<file path="src/rtl/rns_fwd_pkg.sv">
package rns_fwd_pkg;

  // Modulus selected by the sign: -1 -> 2^n-k, +1 -> 2^n+k, 0 -> 2^n
  function automatic longint unsigned modulus_of(int n, int k, int sign);
    longint signed base;
    base = longint'(1) <<< n;
    return longint'(base + longint'(sign) * longint'(k));
  endfunction

  // Weight of slice j: 2^(j*n) mod m, built up one slice shift at a time
  function automatic longint unsigned weight_of(int n, int k, int sign, int j);
    longint unsigned m;
    longint unsigned w;
    m = modulus_of(n, k, sign);
    w = 64'd1 % m;
    for (int i = 0; i < j; i++) w = (w << n) % m;
    return w;
  endfunction

endpackage

</file>
<file path="src/rtl/rns_term.sv">
// One weighted slice: (chunk * weight) mod m, purely combinational
module rns_term #(
  parameter int N    = 8,
  parameter int K    = 3,
  parameter int SIGN = -1
) (
  input  logic [N-1:0] chunk,
  input  logic [N:0]   weight,
  output logic [N:0]   term
);
  localparam int MW = N + 1;
  localparam int PW = N + MW;
  localparam logic [PW-1:0] MOD_P = PW'(rns_fwd_pkg::modulus_of(N, K, SIGN));

  generate
    if (SIGN == 0) begin : g_pow2
      // weights are 1 for the lowest slice and 0 above it
      assign term = weight[0] ? {1'b0, chunk} : '0;
    end else begin : g_general
      logic [PW-1:0] prod;
      logic [PW-1:0] red;
      always_comb begin
        prod = PW'(chunk) * PW'(weight);
        red  = prod % MOD_P;
        term = red[MW-1:0];
      end
    end
  endgenerate
endmodule

</file>
<file path="src/rtl/rns_mod_add.sv">
// (a + b) mod m for a, b already in [0, m)
module rns_mod_add #(
  parameter int N    = 8,
  parameter int K    = 3,
  parameter int SIGN = -1
) (
  input  logic [N:0] a,
  input  logic [N:0] b,
  output logic [N:0] sum
);
  localparam int MW = N + 1;
  localparam logic [MW:0] MOD_S = (MW+1)'(rns_fwd_pkg::modulus_of(N, K, SIGN));

  logic [MW:0] raw;
  logic        wrap;

  always_comb begin
    raw  = {1'b0, a} + {1'b0, b};
    wrap = (raw >= MOD_S);
    sum  = wrap ? MW'(raw - MOD_S) : raw[MW-1:0];
  end

  // the sum of two in-range operands stays in range
  always_comb begin
    if ({1'b0, a} < MOD_S && {1'b0, b} < MOD_S)
      assert_sum_in_range_R8: assert ({1'b0, sum} < MOD_S);
  end
endmodule

</file>
<file path="src/rtl/rns_fwd_conv.sv">
module rns_fwd_conv #(
  parameter int N    = 8,
  parameter int Q    = 4,
  parameter int K    = 3,
  parameter int SIGN = -1
) (
  input  logic           clk,
  input  logic           rst_n,
  input  logic           start,
  input  logic [Q*N-1:0] word_in,
  output logic           ready,
  output logic           done,
  output logic [N:0]     residue
);
  localparam int MW = N + 1;
  localparam int IW = (Q > 1) ? $clog2(Q) : 1;
  localparam logic [MW-1:0] MOD = MW'(rns_fwd_pkg::modulus_of(N, K, SIGN));
  localparam logic [IW-1:0] LAST_IDX = IW'(Q - 1);

  logic [MW-1:0] weight_tab [Q];
  generate
    for (genvar j = 0; j < Q; j++) begin : g_weight
      assign weight_tab[j] = MW'(rns_fwd_pkg::weight_of(N, K, SIGN, j));
    end
  endgenerate

  logic           busy;
  logic [IW-1:0]  idx;
  logic [Q*N-1:0] shreg;
  logic [MW-1:0]  acc;
  logic [MW-1:0]  res_q;
  logic           done_q;

  // named events for the assertions
  logic           accept;
  logic           last_step;
  logic [N-1:0]   chunk;
  logic [MW-1:0]  cur_weight;
  logic [MW-1:0]  term;
  logic [MW-1:0]  next_acc;

  assign accept     = start & ~busy;
  assign last_step  = busy & (idx == LAST_IDX);
  assign chunk      = shreg[N-1:0];
  assign cur_weight = weight_tab[idx];

  rns_term #(.N(N), .K(K), .SIGN(SIGN)) u_term (
    .chunk  (chunk),
    .weight (cur_weight),
    .term   (term)
  );

  rns_mod_add #(.N(N), .K(K), .SIGN(SIGN)) u_add (
    .a   (acc),
    .b   (term),
    .sum (next_acc)
  );

  always_ff @(posedge clk or negedge rst_n) begin
    if (!rst_n) begin
      busy   <= 1'b0;
      idx    <= '0;
      shreg  <= '0;
      acc    <= '0;
      res_q  <= '0;
      done_q <= 1'b0;
    end else begin
      done_q <= 1'b0;
      if (accept) begin
        busy  <= 1'b1;
        idx   <= '0;
        shreg <= word_in;
        acc   <= '0;
      end else if (busy) begin
        acc   <= next_acc;
        shreg <= shreg >> N;
        idx   <= idx + 1'b1;
        if (last_step) begin
          busy   <= 1'b0;
          res_q  <= next_acc;
          done_q <= 1'b1;
        end
      end
    end
  end

  assign ready   = ~busy;
  assign done    = done_q;
  assign residue = res_q;

  // a reported residue is below the modulus
  assert_residue_range_R8: assert property (@(posedge clk) disable iff (!rst_n)
    done |-> residue < MOD);

  // the result register moves only with done
  assert_residue_hold_R8: assert property (@(posedge clk) disable iff (!rst_n)
    !done |-> $stable(residue));

  // done is a single-cycle pulse
  assert_done_pulse_R6: assert property (@(posedge clk) disable iff (!rst_n)
    done |=> !done);

  // an accepted start drops ready on the next cycle
  assert_ready_drop_R7: assert property (@(posedge clk) disable iff (!rst_n)
    accept |=> !ready);

  // done follows the final slice step
  assert_done_after_last_R6: assert property (@(posedge clk) disable iff (!rst_n)
    last_step |=> done);

  // the running partial sum never leaves [0, m)
  assert_acc_range_R2: assert property (@(posedge clk) disable iff (!rst_n)
    busy |-> acc < MOD);
endmodule

</file>
<file path="config.mk">
export PLATFORM = sky130hd
export DESIGN_NAME = rns_fwd_conv
export DESIGN_NICKNAME = d
export VERILOG_FILES = /design/src/rtl/rns_fwd_pkg.sv /design/src/rtl/rns_term.sv /design/src/rtl/rns_mod_add.sv /design/src/rtl/rns_fwd_conv.sv
export SDC_FILE = /design/constraint.sdc
export NUM_CORES = 1
export LEC_CHECK = 0
export BUFFER_PORTS_ARGS = -buffer_cell sky130_fd_sc_hd__buf_4
export CAP_MARGIN = 20
export CORE_ASPECT_RATIO = 0.9
export CORE_MARGIN = 5
export CORE_UTILIZATION = 30
export CTS_BUF_LIST = sky130_fd_sc_hd__clkbuf_16
export DETAILED_ROUTE_END_ITERATION = 16
export SETUP_SLACK_MARGIN = 0.5
export SYNTH_ARGS = -nofsm -noshare
export SYNTH_HDL_FRONTEND = slang
export SYNTH_SLANG_ARGS = --single-unit
</file>
<file path="constraint.sdc">
create_clock -name clk -period 33.1 [get_ports clk]
set_input_delay 1.655 -clock clk [delete_from_list [all_inputs] [get_ports clk]]
set_output_delay 1.655 -clock clk [all_outputs]
set_load 0.01 [all_outputs]
</file>
* Word level (Yosys, flattened, before mapping)
Index checks and enable logic that the tools add are counted.
** Cells by class
- Add/sub/neg operators :: 3
- Multipliers :: 1
- Divide/modulo/power cells :: 1
- Magnitude comparators :: 2
- Equality and inequality tests :: 1
- Muxes and demuxes :: 16
- Bitwise gates (word level) :: 5
- Reductions and logical operators :: 2
** Operator list (number)
- $mux W32 :: 2
- $mux W9 :: 5
- $bmux W9 S2 :: 1
- $mod A17 B8 Y17 const B :: 1
- $mul A8 B9 Y17 :: 1
- $add A9 B9 Y10 :: 1
- $ge A10 B8 Y1 const B :: 1
- $sub A9 B8 Y9 const B :: 1
- $mux W1 :: 6
- $mux W2 :: 2
- $ge A3 B3 Y1 const B :: 1
- $not A2 Y3 :: 1
- $reduce_and A3 Y1 :: 1
- $add A2 B1 Y2 const B :: 1
- $and A1 B1 Y1 :: 2
- $eq A2 B2 Y1 const B :: 1
- $not A1 Y1 :: 2
- $reduce_bool A2 Y1 :: 1
** Storage, ports and cells
- Register bits :: 54
- Bits of input ports :: 35
- Output and inout port bits :: 11
- Logic and storage cells :: 37

* Longest topological paths before layout
Gate-level depths: netlist of run 1.
- Word-level depth :: 11
- Depth in mapped cells :: 53
- Gate-level depth less buffers :: 48

* By module
A second synthesis of run 1 with hierarchy kept.
** Second synthesis, totals
- Cell total of the unflattened synthesis :: 1046
- Area, all modules :: 8852.2 um^2
** Modules (own cells, without submodules)
- rns_term :: times used 1, cells each 780, area an instance 5841.9 um^2, seq. area each 0.0 um^2
- rns_fwd_conv :: times used 1, cells each 183, area an instance 2313.5 um^2, seq. area each 1351.3 um^2
- rns_mod_add :: times used 1, cells each 83, area an instance 696.9 um^2, seq. area each 0.0 um^2

* Worst setup path after synthesis of run 1
Ideal clock, no wire load.
- Kind :: register to register
- From :: reg idx[0]
- To :: reg res_q[5], in the netlist residue[5]
- Library setup time :: 0.125 ns
- Arrival time :: 10.850 ns
- Path slack :: 22.125 ns
- Stages on the path, launching flop included :: 48
- Cell sequence :: dfrtp_1 > ha_1 > and2_1 > ha_1 > ha_1 > inv_1 > fa_1 > fa_1 > inv_1 > ha_1 > buf_6 > a21o_2 > a221oi_4 > nor4_1 > or3_1 > buf_6 > a41oi_2 > a31oi_1 > (+12 left out) > o211ai_2 > and2_1 > o311a_1 > a221oi_2 > ha_1 > o21ai_0 > nand2b_1 > a21o_1 > a21o_1 > a21o_1 > a21oi_1 > xor2_1 > o21ai_0 > o21ai_0 > a21oi_1 > and3_1 > xor2_1 > mux2_2
** On the way
- Longest elaborated chain between the ends :: 9
- Elaborated cells between the ends (all ways) :: 13
- Classes of those cells :: add/sub (2); mul (1); div (1); order compare (1); eq/ne (1); mux (4); bitwise (2); reduce/logical (1)
** Ends and longest elaborated chain
- start, declared :: line rns_fwd_conv.sv:28 : logic [IW-1:0] idx;
- start signal, assigned :: line rns_fwd_conv.sv:77 : idx <= idx + 1'b1;
- $not A2 Y3 (not written as such) :: line rns_fwd_conv.sv:45 : assign cur_weight = weight_tab[idx];
- $bmux W9 S2 :: line rns_fwd_conv.sv:45
- $mux W9 (not written as such) (2 in a row) :: line rns_fwd_conv.sv:45
- $mul A8 B9 Y17 :: line rns_term.sv:23 : prod = PW'(chunk) * PW'(weight);
- $mod A17 B8 Y17 :: line rns_term.sv:24 : red = prod % MOD_P;
- $add A9 B9 Y10 :: line rns_mod_add.sv:18 : raw = {1'b0, a} + {1'b0, b};
- $sub A9 B8 Y9 or $ge A10 B8 Y1 (tied branches) :: line rns_mod_add.sv:20, rns_mod_add.sv:19
- $mux W9 :: line rns_mod_add.sv:20 : sum = wrap ? MW'(raw - MOD_S) : raw[MW-1:0];
- end signal, assigned :: line rns_fwd_conv.sv:80 : res_q <= next_acc;
- end, declared :: line rns_fwd_conv.sv:31 : logic [MW-1:0] res_q;
Several ways; a longest one is shown, not always the timed one. The select of a mux whose other input is x is not followed.
A chain may end at the register's enable or synchronous reset.

* Final worst setup path of run 1
Same ends and word-level chain as after synthesis.

==> results of run 1 <==
cell families after synthesis:
kind of cell / Yosys count / share of synthesized area [%]
xor gates and xnor gates: 39 / 5.30
DFF: 54 / 20.5
AOI/OAI and AO/OA: 238 / 27.9
muxes: 55 / 8.83
buffers and inverters: 63 / 4.48
and+or+nand+nor: 235 / 18.7
other: 1 / 0.0569
adders and majority gates: 68 / 14.1
sequential cells by signal, summed over array words and instances, names as in the netlist:
register and count:
acc 9, idx 2, done 1, residue 9
shreg 32, busy 1
synth_stat cells, drive strengths merged, types with 12 or more instances:
master	n
nand2	64
ha	56
dfrtp	54
o21ai	48
nor2	45
mux2i	40
a21oi	39
and2	35
inv	32
xnor2	25
a31oi	17
a211oi	16
a21o	16
clkbuf	16
mux2	15
nand3	15
buf	14
xor2	14
nor3	13
nand4	12
metal layers:
| metal | track usage [%] | vias up | share of wire, % | wire length [µm] |
|---|---|---|---|---|
| met5 | 0 | - | 0 | 0 |
| met4 | 2.43 | 0 | 0.93 | 141 |
| met3 | 2.47 | 16 | 5.6 | 855 |
| met2 | 17.8 | 144 | 42 | 6320 |
| met1 | 17.8 | 2626 | 52 | 7880 |
| li1 | - | 2885 | - | - |
worst paths after layout:
path,startpoint,end,slack (ns)
max,idx[0],residue[5],20.17
min,shreg[24],shreg[16],0.48
max reg2reg,idx[0],residue[5],20.17
min reg2reg,shreg[24],shreg[16],0.48
max in group asynchronous,rst_n,busy,31.19
min in group asynchronous,rst_n,residue[5],1.40
area by class of cell:
type                    instances  share of cell area (%)
clock buffers                   5                    1.71
clock inverters                 3                   0.651
inverters                      32                    1.65
multi-input cells             636                    67.7
flip-flops and latches         54                    18.5
well taps                     291                    4.99
repair buffers                 47                    4.80
worst max-delay path, delay by kind of cell (launching register included):
kind / cells / cell delay [ns]
muxes: 4 / 1.88
AOI/OAI and AO/OA: 19 / 4.98
DFF: 1 / 0.47
and+or+nand+nor: 11 / 2.46
xor gates and xnor gates: 2 / 0.21
buffers and inverters: 3 / 0.16
adders and majority gates: 7 / 2.63
per-stage QoR:
step | util [%] | cell area, µm² | hold WS [ns] | cells | setup slack (ns)
2_1_floorplan | - | 6590 | 0.452 | 753 | 22.13
3_3_place_gp | 32.9 | 7120 | 0.458 | 1059 | 20.19
3_5_place_dp | 32.9 | 7120 | 0.469 | 1059 | 19.95
4_1_cts | 33.7 | 7290 | 0.486 | 1067 | 19.90
5_1_grt | 33.7 | 7300 | 0.507 | 1068 | 18.94
6_report | 33.7 | 7300 | 0.484 | 1068 | 20.17
placed cells by master (no fill, tap or decap), types with 15 or more instances in the layout:
cell and count:
buf_4 46, nand3_1 15, nor2_1 44, ha_1 56, a21oi_1 38, inv_1 32, a21o_1 15, dfrtp_1 53
mux2i_1 39, o21ai_0 45, and2_1 33, xnor2_1 24, nand2_1 64
==> results.py, run 1 <==
metrics = {
    "layout": {
        "final-seq-area_um2": 1350,
        "area.growth.synth_to_final_pct": 10.8,
        "layout-drive-gt1-share_pct": 14.4,
        "antenna_cells": 0,
        "multiInputGateArea_um2": 4940,
        "fillerInstances": 2237,
        "num-nets-final": 878,
    },
    "sta": {
        "maxClockFrequency_mhz": 77.3,
        "period_minus_ws_final_ns": 12.93,
        "rsz0062_at_grt": "false",
        "slew-limit-headroom_pct": 30.2,
        "worst_pin_slew_ns": 1.02,
        "timing.setup.tns_ns": 0,
        "hold_viol_final": 0,
        "slew_viol_final": 0,
        "setup-violations-final": 0,
        "period_share_pct": 39.1,
        "clock_skew_ns": 0.00416,
    },
    "floorplanning": {
        "die_w_um": 166,
        "placement_rows": 51,
        "floorplan.die.height_um": 151,
        "die_area_um2": 25000,
        "top_level_ports": 46,
        "initial_utilization_pct": 30.4,
        "coreArea_um2": 21600,
    },
    "clocking": {
        "clockBufferDepth": 2,
        "clock-sinks": 54,
        "clkSlewWorstSetupHoldPaths_ns": 0.07,
        "post_cts.resized_instances": 0,
        "cts_buffers": 5,
        "cts_htree_levels": 2,
        "holdBufCountCts": 0,
        "post-cts-setup-buffers": 0,
        "clock_latency_on_the_worst_skew_pair_ns": 0.29,
        "cts_root_buffer": "clkbuf_16",
        "clock_tree_from_tritoncts": "done",
    },
    "critical_path": {
        "worst-endpoint-required_ns": 33.28,
        "critical_path.max_stage_delay_ns": 0.85,
        "worst-r2r-cell-count": 46,
        "most_used_cell_cp": "ha_1",
        "timing_worst_setup_path_type": "flip-flop to flip-flop",
        "cp-start-kind": "flip-flop",
        "end_kind": "flip-flop",
        "crit_arrival_ns": 13.11,
        "crit_path_max_fanout": 13,
        "cell_at_the_slowest_stage_of_the_critical_path": "mux2i_1",
    },
    "yosys": {
        "ys_async_sr_fraction_pct": 100,
        "postSynthAreaPerCell_um2": 8.75,
        "synth_area_leader_cell": "dfrtp_1",
        "synth.top_cells.by_area": "dfrtp_1, ha_1, mux2i_1",
        "yosysSeqAreaShare_pct": 20.5,
        "syn_inst": 753,
        "number_of_synthesized_flops_with_an_enable_pin": 0,
        "yosys_register_bits": 54,
        "syn_area_um2": 6590,
        "synth_ff_type": "dfrtp_1",
        "post_synth_num_cell_types": 102,
        "synth.top_cell.area_share_pct": 20.5,
        "yosys_warnings": 0,
        "postSynthNetCount": 855,
    },
    "drt": {
        "dr_total_vias": 5671,
        "dr.first_iter.drc_count": 356,
        "drtAntennaViolNets": 0,
        "wirelength_um": 15200,
        "detail_route.wl_per_cell_um": 14.2,
        "vias_per_cell": 5.31,
        "detail_route.drc_violations": 0,
        "detailedRoute.firstPassIterationCount": 6,
    },
    "worst_hold_path": {
        "timing.hold.worst_path_depth": 2,
        "timing.hold.worst.class": "flip-flop to flip-flop",
    },
    "flow_run": {
        "cap_violations": 0,
    },
    "run_status": {
        "status": "completed",
    },
    "grt": {
        "maximum_number_of_pins_on_one_net_before_global_route_repair": 71,
        "vias_in_the_first_global_route": 5274,
        "initial_antenna_violation_count": 0,
        "wire_length_of_the_first_global_routing_pass_um": 26000,
        "groute.usage.overall_pct": 12.0,
        "global_route.overflow_total": 0,
    },
    "placement": {
        "portBuffers": 45,
        "hpwlAfterDp_um": 11700,
        "gp_congestion": 0.865,
    },
}
Power of run 1 is left out: the tool's default activity adds up to more than one toggle a clock period on the data nets, which glitch-free logic cannot reach.
==> run 2, diff against run 1 <==
==> constraint.sdc (replaced) <==
create_clock -name clk -period 10.5 [get_ports clk]
set_input_delay 0.525 -clock clk [delete_from_list [all_inputs] [get_ports clk]]
set_output_delay 0.525 -clock clk [all_outputs]
set_load 0.01 [all_outputs]
==> run 2 against run 1 <==
Against the previous run: the flow now finishes with violations (setup timing); clock skew hardly changed; non-clock buffer count is 234 higher; global-route usage is 2.5 points higher; count of clock-buffer cells in the layout stayed put; setup slack worse by 21 ns; wire length is 21% higher; critical path depth is 5 higher; via count is 16% higher; hold slack worse by 0.22 ns.
==> results.py, run 2 (synthesis results as in run 1) <==
metrics = {
    "layout": {
        "area.growth.synth_to_final_pct": 50.7,
        "layout-drive-gt1-share_pct": 43.6,
        "layout.cells.most_common_list": "buf_4, nand2_1, dfrtp_1",
        "num-nets-final": 1112,
        "fillerInstances": 2045,
        "antenna_cells": 0,
        "layout.cells.most_common": "buf_4",
        "largest-register": "shreg",
        "final_core_utilization_pct": 45.9,
        "largest_register_ff_count": 32,
    },
    "drt": {
        "detailedRoute.firstPassIterationCount": 5,
        "detail_route.drc_violations": 0,
        "detail_route.wl_per_cell_um": 14.1,
        "dr_total_vias": 6582,
        "vias_per_cell": 5.06,
        "dr.first_iter.drc_count": 259,
        "wirelength_um": 18400,
        "drtAntennaViolNets": 0,
    },
    "sta": {
        "slew_viol_final": 0,
        "worst_hold_check_slack_ns": 0.263,
        "period_minus_ws_final_ns": 10.89,
        "slack_of_the_critical_path_ns": -0.391,
        "period_share_pct": 104,
        "rsz0062_at_grt": "true",
        "hold_viol_final": 0,
        "setup-violations-final": 18,
        "slew-limit-headroom_pct": 28.3,
        "clock_skew_ns": 0.00444,
        "worst_pin_slew_ns": 1.08,
        "maxClockFrequency_mhz": 91.8,
    },
    "floorplanning": {
        "coreArea_um2": 21600,
        "initial_utilization_pct": 30.4,
        "floorplan.die.height_um": 151,
        "die_area_um2": 25000,
        "top_level_ports": 46,
        "die_w_um": 166,
        "placement_rows": 51,
    },
    "critical_path": {
        "buffer_and_inverter_count_on_the_worst_path": 8,
        "crit_path_max_fanout": 4,
        "end_kind": "flip-flop",
        "crit_arrival_ns": 11.07,
        "timing_worst_setup_path_type": "flip-flop to flip-flop",
        "worst-endpoint-required_ns": 10.68,
        "timing.critical_path.max_delay_family": "compound AO/OA/AOI/OAI gates",
        "cell_at_the_slowest_stage_of_the_critical_path": "fa_1",
        "cp-start-kind": "flip-flop",
        "critical_path.max_stage_delay_ns": 0.51,
    },
    "grt": {
        "groute.usage.overall_pct": 14.4,
        "initial_antenna_violation_count": 0,
        "wire_length_of_the_first_global_routing_pass_um": 31400,
        "vias_in_the_first_global_route": 6643,
        "global_route.overflow_total": 0,
        "maximum_number_of_pins_on_one_net_before_global_route_repair": 72,
    },
    "clocking": {
        "holdBufCountCts": 0,
        "clockBufferDepth": 2,
        "clkSlewWorstSetupHoldPaths_ns": 0.07,
        "clock-sinks": 54,
        "cts_htree_levels": 2,
        "clock_latency_on_the_worst_skew_pair_ns": 0.29,
        "cts_root_buffer": "clkbuf_16",
        "cts_buffers": 5,
        "clock_tree_from_tritoncts": "done",
    },
    "placement": {
        "gp_congestion": 0.845,
        "portBuffers": 45,
        "hpwlAfterDp_um": 13700,
    },
    "flow_run": {
        "cap_violations": 0,
    },
    "run_status": {
        "failed_checks": "setup timing",
        "status": "complete, but fails checks",
    },
    "worst_hold_path": {
        "timing.hold.worst.class": "input port to async pin",
    },
}
## run 2: per-stage QoR
| step | worst slack [ns] | setup TNS, ns | std cells | cell area [µm²] |
|---|---|---|---|---|
| 2_1_floorplan | -0.125 | -0.360 | 753 | 6820 |
| 5_1_grt | -0.910 | -14.33 | 1302 | 9930 |
| 6_report | -0.391 | -5.03 | 1302 | 9930 |
| 3_5_place_dp | -0.478 | -5.75 | 1247 | 8790 |
| 3_3_place_gp | -0.336 | -3.29 | 1247 | 8790 |
| 4_1_cts | -0.237 | -2.53 | 1292 | 9690 |
## run 2: cell type report
cell class / instances / area (µm²) / share of cell area (%)
multi-input combinational: 636 / 5750 / 57.9
timing repair buffer: 281 / 2180 / 22.0
inverter: 32 / 120 / 1.21
clock buffer: 5 / 125 / 1.26
tap: 291 / 364 / 3.67
clock inverter: 3 / 37.5 / 0.378
sequential: 54 / 1350 / 13.6
## run 2: worst paths after layout
path / start / to / slack [ns] / cells after the start
min in group clk: word_in[29] / shreg[29] / 0.48 / 3
worst max register to register: idx[0] / residue[5] / -0.39 / 51
worst max-delay path: idx[0] / residue[5] / -0.39 / 51
worst min-delay path: rst_n / residue[4] / 0.26 / 1
worst min register to register: shreg[23] / shreg[15] / 0.49 / 2
max in group asynchronous: rst_n / busy / 9.75 / 1
## run 2: worst register-to-register path, delay by kind of cell (launching register included)
family / cells / cell delay, ns
and+or+nand+nor: 8 / 1.91
adders and majority gates: 7 / 2.17
AOI/OAI and AO/OA: 24 / 4.50
muxes: 1 / 0.26
xor gates and xnor gates: 3 / 0.58
DFF: 1 / 0.40
buffers and inverters: 8 / 0.98
## run 2: routing by layer
metal	vias up	wire, µm	global-route usage (%)
met5	-	0	0
met4	0	184	2.39
met3	17	714	2.36
met2	98	8410	24.2
met1	3116	9070	20.0
li1	3351	-	-
## run 2: what timing repair did
action / in CTS / in global routing
pin swaps: 85 / 29
gates resized for setup: 88 / 27
setup endpoints to repair: 18 / 18
buffers inserted: 37 / 10
Power of run 2 is left out for the same reason.
==> run 3, diff against run 2 <==
--- a/config.mk
+++ b/config.mk
@@ -11,7 +11,9 @@
 export CORE_MARGIN = 5
 export CORE_UTILIZATION = 30
 export CTS_BUF_LIST = sky130_fd_sc_hd__clkbuf_16
+export CTS_CLUSTER_DIAMETER = 120
 export DETAILED_ROUTE_END_ITERATION = 16
+export MAX_ROUTING_LAYER = met4
 export SETUP_SLACK_MARGIN = 0.5
 export SYNTH_ARGS = -nofsm -noshare
 export SYNTH_HDL_FRONTEND = slang
==> run 3 against run 2 <==
Against the previous run: the flow still finishes with violations (setup timing); largest cell class unchanged; register-to-register slack about the same; core utilization about the same; final area about the same; critical path depth unchanged; flip-flop and latch count unchanged; via count about the same; wire length up 0.19%; critical path type unchanged; sequential share of layout area about the same; critical endpoint unchanged.
==> results.py, run 3 (synthesis results as in run 1) <==
metrics = {
    "run_status": {
        "status": "complete, but fails checks",
        "failed_checks": "setup timing",
    },
    "critical_path": {
        "end_kind": "flip-flop",
        "crit_arrival_ns": 11.08,
        "r2r-end": "residue[5]",
        "timing_worst_setup_path_type": "flip-flop to flip-flop",
        "cell_at_the_slowest_stage_of_the_critical_path": "fa_1",
        "r2r-start": "idx[0]",
        "critical_path.max_stage_delay_ns": 0.51,
        "worst-r2r-cell-count": 51,
        "worst-endpoint-required_ns": 10.68,
        "crit_path_max_fanout": 4,
        "ff2ff_setup_slack_ns": -0.41,
        "cp-start-kind": "flip-flop",
    },
    "layout": {
        "layout.cells.most_common_list": "buf_4, nand2_1, dfrtp_1",
        "antenna_cells": 0,
        "num-nets-final": 1111,
        "final_core_utilization_pct": 45.9,
        "layout.cells.most_common": "buf_4",
        "fillerInstances": 2041,
        "stdcell_area_um2": 9920,
        "largest_register_ff_count": 32,
        "largest-register": "shreg",
        "layout-drive-gt1-share_pct": 43.6,
        "area.growth.synth_to_final_pct": 50.6,
    },
    "placement": {
        "dpl_cell_area_um2": 8790,
        "portBuffers": 45,
        "dp_slack_ns": -0.478,
        "hpwlAfterDp_um": 13700,
        "gp_congestion": 0.861,
    },
    "sta": {
        "slew-limit-headroom_pct": 28.8,
        "maxClockFrequency_mhz": 91.7,
        "worst_hold_check_slack_ns": 0.263,
        "hold_viol_final": 0,
        "slew_viol_final": 0,
        "slack_of_the_critical_path_ns": -0.405,
        "clock_skew_ns": 0.00438,
        "rsz0062_at_grt": "true",
        "worst_pin_slew_ns": 1.07,
        "period_minus_ws_final_ns": 10.91,
        "period_share_pct": 104,
        "setup-violations-final": 18,
    },
    "grt": {
        "global_route.overflow_total": 0,
        "maximum_number_of_pins_on_one_net_before_global_route_repair": 72,
        "initial_antenna_violation_count": 0,
        "vias_in_the_first_global_route": 6655,
        "groute.usage.overall_pct": 14.8,
        "wire_length_of_the_first_global_routing_pass_um": 31400,
    },
    "drt": {
        "vias_per_cell": 5.06,
        "drtAntennaViolNets": 0,
        "dr.first_iter.drc_count": 300,
        "detail_route.drc_violations": 0,
        "detailedRoute.firstPassIterationCount": 5,
        "detail_route.wl_per_cell_um": 14.2,
        "wirelength_um": 18400,
        "dr_total_vias": 6585,
    },
    "flow_run": {
        "cap_violations": 0,
    },
    "worst_hold_path": {
        "timing.hold.worst.class": "input port to async pin",
    },
    "clocking": {
        "cts_buffers": 5,
        "clockBufferDepth": 2,
        "clkSlewWorstSetupHoldPaths_ns": 0.07,
        "cts_root_buffer": "clkbuf_16",
        "clock_latency_on_the_worst_skew_pair_ns": 0.29,
        "clock-sinks": 54,
        "cts_htree_levels": 2,
        "clock_tree_from_tritoncts": "done",
    },
    "floorplanning": {
        "floorplan.die.height_um": 151,
        "die_area_um2": 25000,
        "die_w_um": 166,
        "initial_utilization_pct": 30.4,
        "top_level_ports": 46,
        "placement_rows": 51,
        "coreArea_um2": 21600,
    },
}
==> run 3: layer usage <==
layer	global-route usage (%)	wire [µm]	part of all wire, %	vias up
li1	-	-	-	3348
met1	20.3	9160	50	3107
met3	1.89	668	3.6	20
met5	-	0	0	-
met4	2.39	187	1.0	0
met2	24.2	8400	46	110
==> run 3: through the flow <==
step,std cells,TNS (ns)
4_1_cts,1292,-2.53
2_1_floorplan,753,-0.360
6_report,1301,-5.31
5_1_grt,1301,-14.33
3_5_place_dp,1247,-5.75
3_3_place_gp,1247,-3.29
==> run 3: area by class of cell <==
cell class	instances	area, µm²	area share, %
sequential	54	1350	13.6
timing repair buffer	280	2170	21.9
multi-input combinational	636	5750	57.9
inverter	32	120	1.21
clock inverter	3	37.5	0.378
tap	291	364	3.67
clock buffer	5	125	1.26
==> run 3: how the worst max path moves through the flow <==
stage	start	endpoint	slack [ns]	cells past startpoint
floorplan	idx[1]	residue[5]	-0.13	48
global placement	idx[1]	residue[4]	-0.34	50
detailed placement	idx[1]	residue[4]	-0.48	50
CTS	idx[0]	residue[5]	-0.24	48
global route	idx[0]	residue[5]	-0.91	48
finish	idx[0]	residue[5]	-0.41	51
==> run 3: worst max-delay path: cells and delay by family (launching register included) <==
family,cells,cell delay (ns)
AOI/OAI and AO/OA,24,4.51
buffers and inverters,8,0.98
muxes,1,0.26
xor gates and xnor gates,3,0.58
and+or+nand+nor,8,1.90
DFF,1,0.40
adders and majority gates,7,2.17
==> run 3: what timing repair did <==
action / 4_1_cts / 5_1_grt
setup endpoints to repair: 18 / 18
setup buffers: 37 / 9
pin swaps: 85 / 29
gates resized for setup: 88 / 27
hold buffers: 0 / 0
Power of run 3 is left out for the same reason.
